### config.mk
export PLATFORM = sky130hd
export DESIGN_NAME = supv_ctrl
export DESIGN_NICKNAME = d
export VERILOG_FILES = /design/src/rtl/supv_pkg.sv /design/src/rtl/supv_edge_sync.sv /design/src/rtl/supv_wdog_timer.sv /design/src/rtl/supv_reset_seq.sv /design/src/rtl/supv_ctrl.sv
export SDC_FILE = /design/constraint.sdc
export NUM_CORES = 1
export LEC_CHECK = 0
export BUFFER_PORTS_ARGS = -buffer_cell sky130_fd_sc_hd__buf_2
export CAP_MARGIN = 25
export CELL_PAD_IN_SITES_DETAIL_PLACEMENT = 1
export CELL_PAD_IN_SITES_GLOBAL_PLACEMENT = 2
export CORE_UTILIZATION = 34
export CTS_CLUSTER_DIAMETER = 30
export CTS_CLUSTER_SIZE = 12
export DETAILED_ROUTE_END_ITERATION = 10
export MAX_ROUTING_LAYER = met4
export PLACE_DENSITY_LB_ADDON = 0.1
export SETUP_SLACK_MARGIN = 0.02
export SLEW_MARGIN = 10
export SYNTH_ARGS = -nofsm -noshare
export SYNTH_HDL_FRONTEND = slang
export SYNTH_SLANG_ARGS = --single-unit
### constraint.sdc
create_clock -name clk -period 2.2 [get_ports clk]
set_clock_uncertainty 0.15 [all_clocks]
set_input_delay 0.66 -clock clk [delete_from_list [all_inputs] [get_ports clk]]
set_output_delay 0.66 -clock clk [all_outputs]
set_load 0.01 [all_outputs]
### src/rtl/supv_pkg.sv
package supv_pkg;
  // reset sequencer states
  typedef enum logic {
    SEQ_RUN     = 1'b0,
    SEQ_STRETCH = 1'b1
  } seq_state_t;

  // width of a tick counter that must reach N-1
  function automatic int cnt_width(input int n);
    return (n < 2) ? 1 : $clog2(n);
  endfunction
endpackage

### src/rtl/supv_edge_sync.sv
module supv_edge_sync #(
  parameter int STAGES = 2
) (
  input  logic clk,
  input  logic rst,
  input  logic din,
  output logic edge_o
);
  // chain[0..STAGES-1] synchronise, chain[STAGES] keeps the previous value
  logic [STAGES:0] chain;

  always_ff @(posedge clk) begin
    if (rst) chain <= '0;
    else     chain <= {chain[STAGES-1:0], din};
  end

  assign edge_o = chain[STAGES] ^ chain[STAGES-1];
endmodule

### src/rtl/supv_wdog_timer.sv
module supv_wdog_timer
  import supv_pkg::*;
#(
  parameter int TIMEOUT_TICKS = 80_000_000
) (
  input  logic clk,
  input  logic rst,
  input  logic enable,
  input  logic hold,
  input  logic kick,
  output logic expire
);
  localparam int CW = cnt_width(TIMEOUT_TICKS);
  localparam logic [CW-1:0] LAST = CW'(TIMEOUT_TICKS - 1);

  logic [CW-1:0] count;

  assign expire = enable && !hold && !kick && (count == LAST);

  always_ff @(posedge clk) begin
    if (rst || !enable || hold || kick || expire) count <= '0;
    else                                          count <= count + 1'b1;
  end


  no_overflow_chk: assert property (@(posedge clk) disable iff (rst)
    count <= LAST);


  kick_restart_chk: assert property (@(posedge clk) disable iff (rst)
    kick |=> (count == '0));
endmodule

### src/rtl/supv_reset_seq.sv
module supv_reset_seq
  import supv_pkg::*;
#(
  parameter int RESET_TICKS = 10_000_000
) (
  input  logic clk,
  input  logic rst,
  input  logic supply_low,
  input  logic wd_expire,
  output logic rst_active
);
  localparam int CW = cnt_width(RESET_TICKS);
  localparam logic [CW-1:0] LAST = CW'(RESET_TICKS - 1);

  seq_state_t    state;
  logic [CW-1:0] cnt;

  always_ff @(posedge clk) begin
    if (rst || supply_low || wd_expire) begin
      state <= SEQ_STRETCH;
      cnt   <= '0;
    end else if (state == SEQ_STRETCH) begin
      if (cnt == LAST) begin
        state <= SEQ_RUN;
        cnt   <= '0;
      end else begin
        cnt <= cnt + 1'b1;
      end
    end
  end

  assign rst_active = (state == SEQ_STRETCH);


  sup_low_hold_chk: assert property (@(posedge clk) disable iff (rst)
    supply_low |=> rst_active);


  stretch_release_chk: assert property (@(posedge clk) disable iff (rst)
    $fell(rst_active) |-> !$past(supply_low));


  wd_fire_chk: assert property (@(posedge clk) disable iff (rst)
    wd_expire |=> rst_active);
endmodule

### src/rtl/supv_ctrl.sv
module supv_ctrl #(
  parameter int TIMEOUT_TICKS = 80_000_000,
  parameter int RESET_TICKS   = 10_000_000,
  parameter int SYNC_STAGES   = 2
) (
  input  logic clk,
  input  logic rst,
  input  logic sup_low_i,
  input  logic sup_below_bat_i,
  input  logic wdog_i,
  input  logic wdog_float_i,
  input  logic pf_cmp_low_i,
  output logic rst_n_o,
  output logic rst_o,
  output logic pfail_n_o,
  output logic bat_sel_o,
  output logic wdog_en_o
);
  logic bat_sel_q, bat_sel_d;
  logic en_q, pf_q;
  logic kick, expire, rst_active;

  // backup select: enter on both flags, leave as soon as supply recovers
  assign bat_sel_d = sup_low_i && (bat_sel_q || sup_below_bat_i);

  always_ff @(posedge clk) begin
    if (rst) begin
      bat_sel_q <= 1'b0;
      en_q      <= 1'b0;
      pf_q      <= 1'b1;
    end else begin
      bat_sel_q <= bat_sel_d;
      en_q      <= !wdog_float_i && !bat_sel_d;
      pf_q      <= !bat_sel_d && !pf_cmp_low_i;
    end
  end

  supv_edge_sync #(.STAGES(SYNC_STAGES)) u_sync (
    .clk    (clk),
    .rst    (rst),
    .din    (wdog_i),
    .edge_o (kick)
  );

  supv_wdog_timer #(.TIMEOUT_TICKS(TIMEOUT_TICKS)) u_timer (
    .clk    (clk),
    .rst    (rst),
    .enable (en_q),
    .hold   (rst_active),
    .kick   (kick),
    .expire (expire)
  );

  supv_reset_seq #(.RESET_TICKS(RESET_TICKS)) u_seq (
    .clk        (clk),
    .rst        (rst),
    .supply_low (sup_low_i),
    .wd_expire  (expire),
    .rst_active (rst_active)
  );

  assign rst_o     = rst_active;
  assign rst_n_o   = !rst_active;
  assign bat_sel_o = bat_sel_q;
  assign wdog_en_o = en_q;
  assign pfail_n_o = pf_q;


  bat_release_chk: assert property (@(posedge clk) disable iff (rst)
    !sup_low_i |=> !bat_sel_o);


  bat_entry_chk: assert property (@(posedge clk) disable iff (rst)
    $rose(bat_sel_o) |-> $past(sup_low_i && sup_below_bat_i));


  backup_force_chk: assert property (@(posedge clk) disable iff (rst)
    bat_sel_o |-> (!pfail_n_o && rst_o && !wdog_en_o));


  pf_follow_chk: assert property (@(posedge clk) disable iff (rst)
    !sup_low_i |=> (pfail_n_o == !$past(pf_cmp_low_i)));


  wdog_off_chk: assert property (@(posedge clk) disable iff (rst)
    (!wdog_en_o && !sup_low_i) |=> !$rose(rst_o));
endmodule

==> results.tsv, run 1 <==
metric	value	unit
status	completed	
Yosys reg bits	58	
ys async rst share	0	%
CP startpoint	u_timer.count[5]$_SDFF_PP0_	
TritonRoute pass-1 iters	5	
Routed Antenna Nets	0	
Crit-path slowest cell	or4_4	
synthesized netlist cell count	301	
Max Freq	478	MHz
CP Launch Type	register	
antenna cells	0	
Hold-fix buffers, CTS	0	
WP data arrival	2.20	ns
Final Net Count	344	
die height	91.4	um
first-pass GRT wire length	12000	um
Avg WL per Cell	15.8	um
Post-synth EDFFs	0	
crit path kind	reg -> reg	
Post-CTS Setup Bufs	0	
total core area	7730	um^2
Clock transition at path regs	0.07	ns
via count	2445	
Tmin final	2.09	ns
RR Endpoint	u_timer.count[19]$_SDFF_PP0_	
root buffer cell	clkbuf_8	
# DRC	0	
mapped cell area	2720	um^2
setup repair after global routing missed its margin	false	
Final Hold Fails	0	
largest net degree at the start of global routing	28	
synth cell count leaders	dfxtp_1 (58), nor3_1 (32), a211oi_1 (21)	
top_reg_cell synth	dfxtp_1	
Port Buffers	11	
routability cong.	0.756	
Via density	5.54	
post-synth top area cell	dfxtp_1	
Total Wirelength	6950	um
post-synth cell types	36	
GR Overflow Total	0	
die area	8360	um^2
type of destination of the critical path	register	
Power Dens Cells	628	nW/um^2
# IOs	12	
most common cell in the netlist	dfxtp_1	
fill count	899	
DR iter-0 viols	61	
maxcap violations	0	
width of the chip	91.4	um
initial antenna violation count	0	
sequential-to-total area share from yosys stat	42.7	%
Worst-Skew Late Latency	0.33	ns
# rows	32	
final-report max-slew violation count	0	
crit path to	u_timer.count[19]$_SDFF_PP0_	
Area Overhead vs Synth	21.3	%
setup slack, reg-to-reg	0.11	ns
largest fanout on the critical path	8	
fin util	42.7	%
CTS Sinks	58	
synth top area cells	dfxtp_1 (43%), nor3_1 (5.9%), a211oi_1 (5.8%)	
Hold Path Class	reg -> reg	
DP HPWL	4830	um
area share of the largest cell type after synthesis	42.7	%
total CTS buffers	9	
CTS tree	yes	
Worst Setup Slack, final	0.106	ns
Req. time, crit path	2.30	ns
Multi-input gate area	1490	um^2
period utilization	95.2	%
TNS Setup	0	ns
syn_nets	310	
Max VDD drop	0.250	mV
worst-path cell chain	nand4_2 > or4_4 > buf_4 > or3_1 > a211oi_2	
delay of the slowest critical-path stage	0.59	ns
via count of the first global-routing pass	2499	
setup violators final	0	
htree depth	3	
layout cells sized above 1	21.8	%
worst slack, placed	-0.00266	ns
Initial Utilization	35.2	%
Slew @ Worst Pin	0.464	ns
All-Layer GR Usage	18.6	%
number of synthesis warnings	0	
Slew HR	68.8	%
Worst Reg-to-Reg Cells	5	
maximum clock insertion buffer count	2	
Mean Syn Cell Area	9.03	um^2
Leakage	1.02	nW
reg-to-reg critical path startpoint	u_timer.count[5]$_SDFF_PP0_	
Seq. cell area	1170	um^2
==> metal layers <==
metal / global-route usage (%) / wire length, um / up-vias
li1: - / - / 1210
met1: 24.5 / 3650 / 1179
met2: 27.9 / 2980 / 39
met3: 3.18 / 198 / 17
met4: 8.07 / 129 / 0
met5: - / 0 / -
==> how the worst min path moves through the flow <==
stage | from | end | depth (start not counted)
2_1_floorplan | u_sync.chain[0]$_SDFF_PP0_ | u_sync.chain[1]$_SDFF_PP0_ | 1
3_3_place_gp | u_sync.chain[0]$_SDFF_PP0_ | u_sync.chain[1]$_SDFF_PP0_ | 1
3_5_place_dp | u_sync.chain[0]$_SDFF_PP0_ | u_sync.chain[1]$_SDFF_PP0_ | 1
4_1_cts | u_sync.chain[0]$_SDFF_PP0_ | u_sync.chain[1]$_SDFF_PP0_ | 1
5_1_grt | u_timer.count[0]$_SDFF_PP0_ | u_timer.count[0]$_SDFF_PP0_ | 1
6_report | u_timer.count[0]$_SDFF_PP0_ | u_timer.count[0]$_SDFF_PP0_ | 1
==> layout make-up <==
cell class	instances	area share (%)
sequential	58	35.5
tap	102	3.87
inverter	8	0.910
clock buffer	12	4.40
multi-input combinational	220	45.3
timing repair buffer	38	8.80
clock inverter	3	1.21
==> metrics by stage <==
stage	cell area, um^2	cells	power, mW	hold slack, ns
2_1_floorplan	2720	301	1.11	0.264
3_3_place_gp	3070	426	1.14	0.301
3_5_place_dp	3070	426	1.14	0.298
4_1_cts	3260	441	2.10	0.325
5_1_grt	3300	441	2.16	0.308
6_report	3300	441	2.07	0.285
==> report_power, final <==
group          leakage, nW  internal [mW]  switching [mW]
registers            0.473           1.06         0.00362
logic                0.447         0.0227          0.0304
clock network       0.0962          0.545           0.412
total                 1.02           1.62           0.446
==> worst max-delay path, delay by kind of cell (launching register included) <==
kind | cells | cell delay [ns]
and+or+nand+nor | 3 | 1.10
DFF | 1 | 0.36
AOI/OAI and AO/OA | 1 | 0.22
buffers and inverters | 1 | 0.18
==> logic make-up after synthesis <==
family / synth area share, %
xor gates and xnor gates: 8.38
adders and majority gates: 0.920
AOI/OAI and AO/OA: 14.0
and+or+nand+nor: 30.1
buffers and inverters: 3.87
DFF: 42.7
==> state kept, by name, summed over array words and instances (netlist names) <==
name	flops
u_sync.chain	3
u_seq.rst_active	1
u_timer.count	27
wdog_en_o	1
u_seq.cnt	24
bat_sel_o	1
pfail_n_o	1
==> repair_timing <==
| item | in CTS | in global routing |
|---|---|---|
| gates resized for setup | 1 | 16 |
| cloned | 0 | 0 |
| pin swaps | 0 | 2 |
| setup endpoints to repair | 4 | 52 |
==> cells in the final DEF, fill, tap and decap left out, types with 9 or more instances in the layout <==
cell type / instances
nand3_1: 18
xnor2_1: 14
xor2_1: 12
buf_2: 11
buf_4: 23
dfxtp_2: 9
or3_1: 14
dfxtp_1: 49
nand2_1: 13
nor3_1: 31
a211oi_1: 18
clkbuf_8: 10
o21ai_0: 17
nand4_1: 16
(Power assumes the default switching activity.)
==> run 2: changes to the inputs <==
- ABC_AREA: default -> 1
- CORE_UTILIZATION: 34 -> 31
==> run 2 against run 1 <==
Critical path depth down 3. Critical path type is now reg -> out. Clock power up 29%. Global-route usage down 0.92 points. Worst hold slack worse by 0.016 ns. Largest power group is now the clock network. Cell area up 8.6%. First-iteration DRC count down 59%. Utilization down 6.4 points. Total power up 12%. Synthesized cell count up 57%. Sequential share of layout area down 3.1 points. Flip-flop and latch count unchanged.
==> results.tsv, run 2 <==
metric	value	unit
status	completed	
largest fanout on the critical path	11	
Power Dens Cells	650	nW/um^2
post-synth top area cell	dfxtp_1	
RR Endpoint	u_timer.count[7]$_SDFF_PP0_	
mux contribution to synthesized area	0	%
area share of fa/ha/maj cells after synthesis	0.788	%
# IOs	12	
Internal	1.82	mW
TNS Setup	0	ns
Clock Power Share	52.9	%
largest family of logic cells by synthesized area	simple AND/OR/NAND/NOR gates	
top_reg_cell synth	dfxtp_1	
Reg with most FFs	u_timer.count	
mapped cell area	3180	um^2
most common cell in the netlist	nand2_1	
compound-gate portion of the synthesized area	3.90	%
DP HPWL	6160	um
number of synthesis warnings	0	
syn_nets	481	
final-report max-slew violation count	0	
die area	10700	um^2
root buffer cell	clkbuf_8	
routability cong.	0.820	
setup slack, reg-to-reg	0.34	ns
fin util	36.3	%
Hold Path Class	reg -> reg	
Post-CTS Setup Bufs	0	
# DRC	0	
WP data arrival	1.11	ns
maxcap violations	0	
CP startpoint	u_seq.rst_active$_SDFF_PP1_	
via count of the first global-routing pass	2953	
# rows	36	
post-synthesis simple-gate area fraction	44.1	%
total core area	9860	um^2
synthesized netlist cell count	472	
sequential-to-total area share from yosys stat	36.6	%
width of the chip	103	um
Final Net Count	497	
maximum clock insertion buffer count	2	
Final Instance Area	3580	um^2
biggest regs	u_timer.count (27), u_seq.cnt (24), u_sync.chain (3)	
Clock transition at path regs	0.08	ns
crit path kind	reg -> out	
DR iter-0 viols	25	
Routed Antenna Nets	0	
CTS Sinks	58	
Port Buffers	11	
die height	103	um
synth cell count leaders	nand2_1 (115), nor2_1 (106), dfxtp_1 (58)	
setup repair after global routing missed its margin	false	
initial antenna violation count	0	
layout cells sized above 1	12.4	%
Hold Path Sink	u_sync.chain[1]$_SDFF_PP0_	
Yosys reg bits	58	
share of power burned in registers	45.5	%
Comb power frac	1.6	%
All-Layer GR Usage	17.7	%
Req. time, crit path	1.39	ns
Sw Ratio	21.7	%
Total Wirelength	8130	um
Largest register FFs	27	
area share of the largest cell type after synthesis	36.6	%
first-pass GRT wire length	13800	um
Area Overhead vs Synth	12.8	%
Leakage	1.21	nW
reg-to-reg critical path startpoint	u_timer.count[0]$_SDFF_PP0_	
Initial Utilization	32.2	%
CP Launch Type	register	
Max VDD drop	0.243	mV
setup violators final	0	
GR Overflow Total	0	
via count	2880	
type of destination of the critical path	output port	
Worst Reg-to-Reg Cells	8	
Final Hold Fails	0	
Worst-Skew Late Latency	0.34	ns
period utilization	87.3	%
Final Power	2.33	mW
Slew HR	71.0	%
Max Freq	521	MHz
Tmin final	1.92	ns
commonest cells after routing, fill and taps aside	nand2_1 (115), nor2_1 (106), dfxtp_1 (57)	
ys async rst share	0	%
antenna cells	0	
htree depth	3	
hold path startpoint	u_sync.chain[0]$_SDFF_PP0_	
Post-synth EDFFs	0	
synth top area cells	dfxtp_1 (37%), nand2_1 (14%), nor2_1 (13%)	
post-synth cell types	32	
CTS tree	yes	
sw power	506	uW
largest net degree at the start of global routing	26	
Avg WL per Cell	13.0	um
total CTS buffers	9	
XOR/XNOR Fraction of Synth Area	6.07	%
Hold Path Stages	2	
commonest non-fill, non-tap cell in the layout	nand2_1	
area of placed instances	3340	um^2
TritonRoute pass-1 iters	2	
Via density	4.60	
Slew @ Worst Pin	0.433	ns
Mean Syn Cell Area	6.73	um^2
## run 2: cell types whose count changed in the layout (fill, tap and decap cells not counted), sizes merged, moves of 14 or more
cell,before,now
a211oi,22,0
buf,38,12
inv,8,57
nand2,13,121
nand3,18,36
nor2,6,118
nor3,32,5
o21ai,17,3
or3,15,0
## run 2: routing by layer
metal / track usage (%) / wire (um)
met1: 19.7 / 3750
met4: 5.85 / 144
met3: 4.17 / 172
met5: - / 0
met2: 31.1 / 4070
## run 2: repair_timing
item | CTS | global route
setup endpoints to repair | 0 | 1
gates resized for setup | 0 | 1
hold buffers | 0 | 0
## run 2: power by group through the flow
stage / Sequential [mW] / Combinational (mW) / Clock, mW
finish: 1.06 / 0.0377 / 1.23
global route: 1.06 / 0.0433 / 1.30
CTS: 1.06 / 0.0395 / 1.27
global placement: 1.08 / 0.0378 / 0
detailed placement: 1.08 / 0.0394 / 0
floorplan: 1.09 / 0.0238 / 0
## run 2: worst max-delay path by stage
stage,to,depth (start not counted)
2_1_floorplan,u_timer.count[24]$_SDFF_PP0_,5
3_5_place_dp,u_timer.count[3]$_SDFF_PP0_,4
5_1_grt,u_seq.cnt[20]$_SDFFE_PP0P_,9
6_report,rst_n_o,2
4_1_cts,rst_n_o,2
3_3_place_gp,u_timer.count[7]$_SDFF_PP0_,4
## run 2: cells by family after synthesis
family                     count (synthesis)
AOI/OAI and AO/OA                         19
xor gates and xnor gates                  22
adders and majority gates                  2
buffers and inverters                     63
DFF                                       58
and+or+nand+nor                          308
## run 2: final cells by class
| type | instances | area, um^2 |
|---|---|---|
| fill | 1272 | 6280 |
| multi-input combinational | 351 | 1740 |
| sequential | 58 | 1160 |
| inverter | 56 | 210 |
| tap | 133 | 166 |
| clock buffer | 9 | 124 |
| clock inverter | 7 | 116 |
| timing repair buffer | 12 | 62.6 |
## run 2: metrics by stage
step | hold slack, ns | worst slack [ns] | cells
after detailed placement | 0.248 | 0.290 | 610
after global routing | 0.286 | 0.0867 | 626
after CTS | 0.273 | 0.0499 | 626
after global placement | 0.249 | 0.323 | 610
final | 0.269 | 0.280 | 626
after floorplan | 0.238 | 0.483 | 472
## run 2: worst max-delay path, cell delays in order (launching register included)
cell and delay, ns:
dfxtp_2 0.49, inv_1 0.13, buf_2 0.16
==> run 3: changes to the inputs <==
- CORE_UTILIZATION: 31 -> 33
- CTS_BUF_LIST: default -> sky130_fd_sc_hd__clkbuf_4 sky130_fd_sc_hd__clkbuf_8
==> run 3 against run 2 <==
Clock-buffer cell count rose by 2. Setup slack got worse by 0.020 ns. Combinational power barely moved. Global-route usage rose by 1.4 points. Register-to-register slack barely moved. Sequential power barely moved. Cell area fell by 2.3%. Sequential share of layout area rose by 0.77 points. Critical path type unchanged. Largest power group is now registers.
==> results.tsv, run 3 (synthesis gave the netlist of run 2 again) <==
metric	value	unit
commonest non-fill, non-tap cell in the layout	nand2_1	
final-report max-slew violation count	0	
Final Hold Fails	0	
Internal	1.51	mW
DP HPWL	6190	um
width of the chip	100	um
maximum clock insertion buffer count	2	
total CTS buffers	9	
DR iter-0 viols	51	
Largest register FFs	27	
first-pass GRT wire length	14400	um
share of power burned in registers	53.7	%
status	completed	
fill count	1247	
Reg with most FFs	u_timer.count	
TNS Setup	0	ns
All-Layer GR Usage	19.1	%
CP Launch Type	register	
period utilization	88.2	%
Area Overhead vs Synth	10.2	%
Final Power	1.97	mW
reg-to-reg critical path startpoint	u_timer.count[0]$_SDFF_PP0_	
placed cells	606	
CTS Sinks	58	
Slew HR	71.2	%
CP startpoint	u_seq.rst_active$_SDFF_PP1_	
die height	100	um
setup violators final	0	
Initial Utilization	34.2	%
setup repair after global routing missed its margin	false	
area of placed instances	3340	um^2
hold path startpoint	u_sync.chain[0]$_SDFF_PP0_	
Clock transition at path regs	0.07	ns
# IOs	12	
Clock Power Share	44.4	%
total core area	9280	um^2
Comb power frac	1.9	%
Max Freq	515	MHz
via count of the first global-routing pass	3004	
Seq. cell area	1160	um^2
htree depth	3	
Total Wirelength	8090	um
maxcap violations	0	
Slew @ Worst Pin	0.430	ns
Req. time, crit path	1.39	ns
GR Overflow Total	0	
CTS tree	yes	
via count	2868	
Worst-Skew Late Latency	0.34	ns
PostCTS Resize Cnt	0	
Post-CTS Setup Bufs	0	
Sw Ratio	23.7	%
type of destination of the critical path	output port	
# DRC	0	
crit path kind	reg -> out	
largest net degree at the start of global routing	26	
Tmin final	1.94	ns
Hold-fix buffers, CTS	0	
Routed Antenna Nets	0	
TritonRoute pass-1 iters	4	
# rows	35	
commonest cells after routing, fill and taps aside	nand2_1 (115), nor2_1 (106), dfxtp_1 (57)	
Final Instance Area	3500	um^2
Leakage	1.17	nW
Max VDD drop	0.231	mV
Final Net Count	497	
initial antenna violation count	0	
routability cong.	0.808	
largest fanout on the critical path	11	
root buffer cell	clkbuf_8	
Hold Path Class	reg -> reg	
Port Buffers	11	
Via density	4.63	
Multi-input gate area	1740	um^2
Power Dens Cells	564	nW/um^2
WP data arrival	1.13	ns
sw power	467	uW
layout cells sized above 1	12.0	%
die area	10000	um^2
antenna cells	0	
fin cells	620	
biggest regs	u_timer.count (27), u_seq.cnt (24), u_sync.chain (3)	
Avg WL per Cell	13.1	um
run 3: path summary, 6_finish.rpt:
check | end | slack, ns | depth (start not counted)
setup / recovery | rst_n_o | 0.26 | 2
hold / removal | u_sync.chain[1]$_SDFF_PP0_ | 0.25 | 2
setup reg to reg | u_timer.count[5]$_SDFF_PP0_ | 0.34 | 8
hold reg to reg | u_sync.chain[1]$_SDFF_PP0_ | 0.25 | 2
run 3: power groups by stage:
stage	sequential (mW)	combinational [mW]	clock (mW)
detailed placement	1.08	0.0390	0
CTS	1.06	0.0391	0.909
finish	1.06	0.0375	0.875
global placement	1.08	0.0375	0
floorplan	1.09	0.0238	0
global route	1.06	0.0428	0.966
run 3: layout make-up:
class	count	share of cell area [%]
clock buffer	11	4.15
clock inverter	3	0.501
inverter	56	6.01
multi-input combinational	351	49.7
sequential	58	33.2
tap	129	4.61
timing repair buffer	12	1.79
run 3: through the flow:
step	hold slack, ns	util [%]	setup WS, ns
2_1_floorplan	0.238	-	0.483
3_3_place_gp	0.249	35.9	0.324
3_5_place_dp	0.246	35.9	0.262
4_1_cts	0.257	37.7	0.0437
5_1_grt	0.272	37.7	0.116
6_report	0.250	37.7	0.260
run 3: layer usage:
metal / vias up / share of wire, % / track usage [%]
met5: - / 0 / -
met4: 0 / 1.2 / 4.35
met3: 10 / 1.9 / 5.01
met2: 10 / 49 / 33.3
met1: 1337 / 48 / 22.0
li1: 1511 / - / -
run 3: worst max-delay path, cell delays in order (launching register included):
cell and delay, ns:
dfxtp_2 0.49, inv_1 0.13, buf_2 0.16
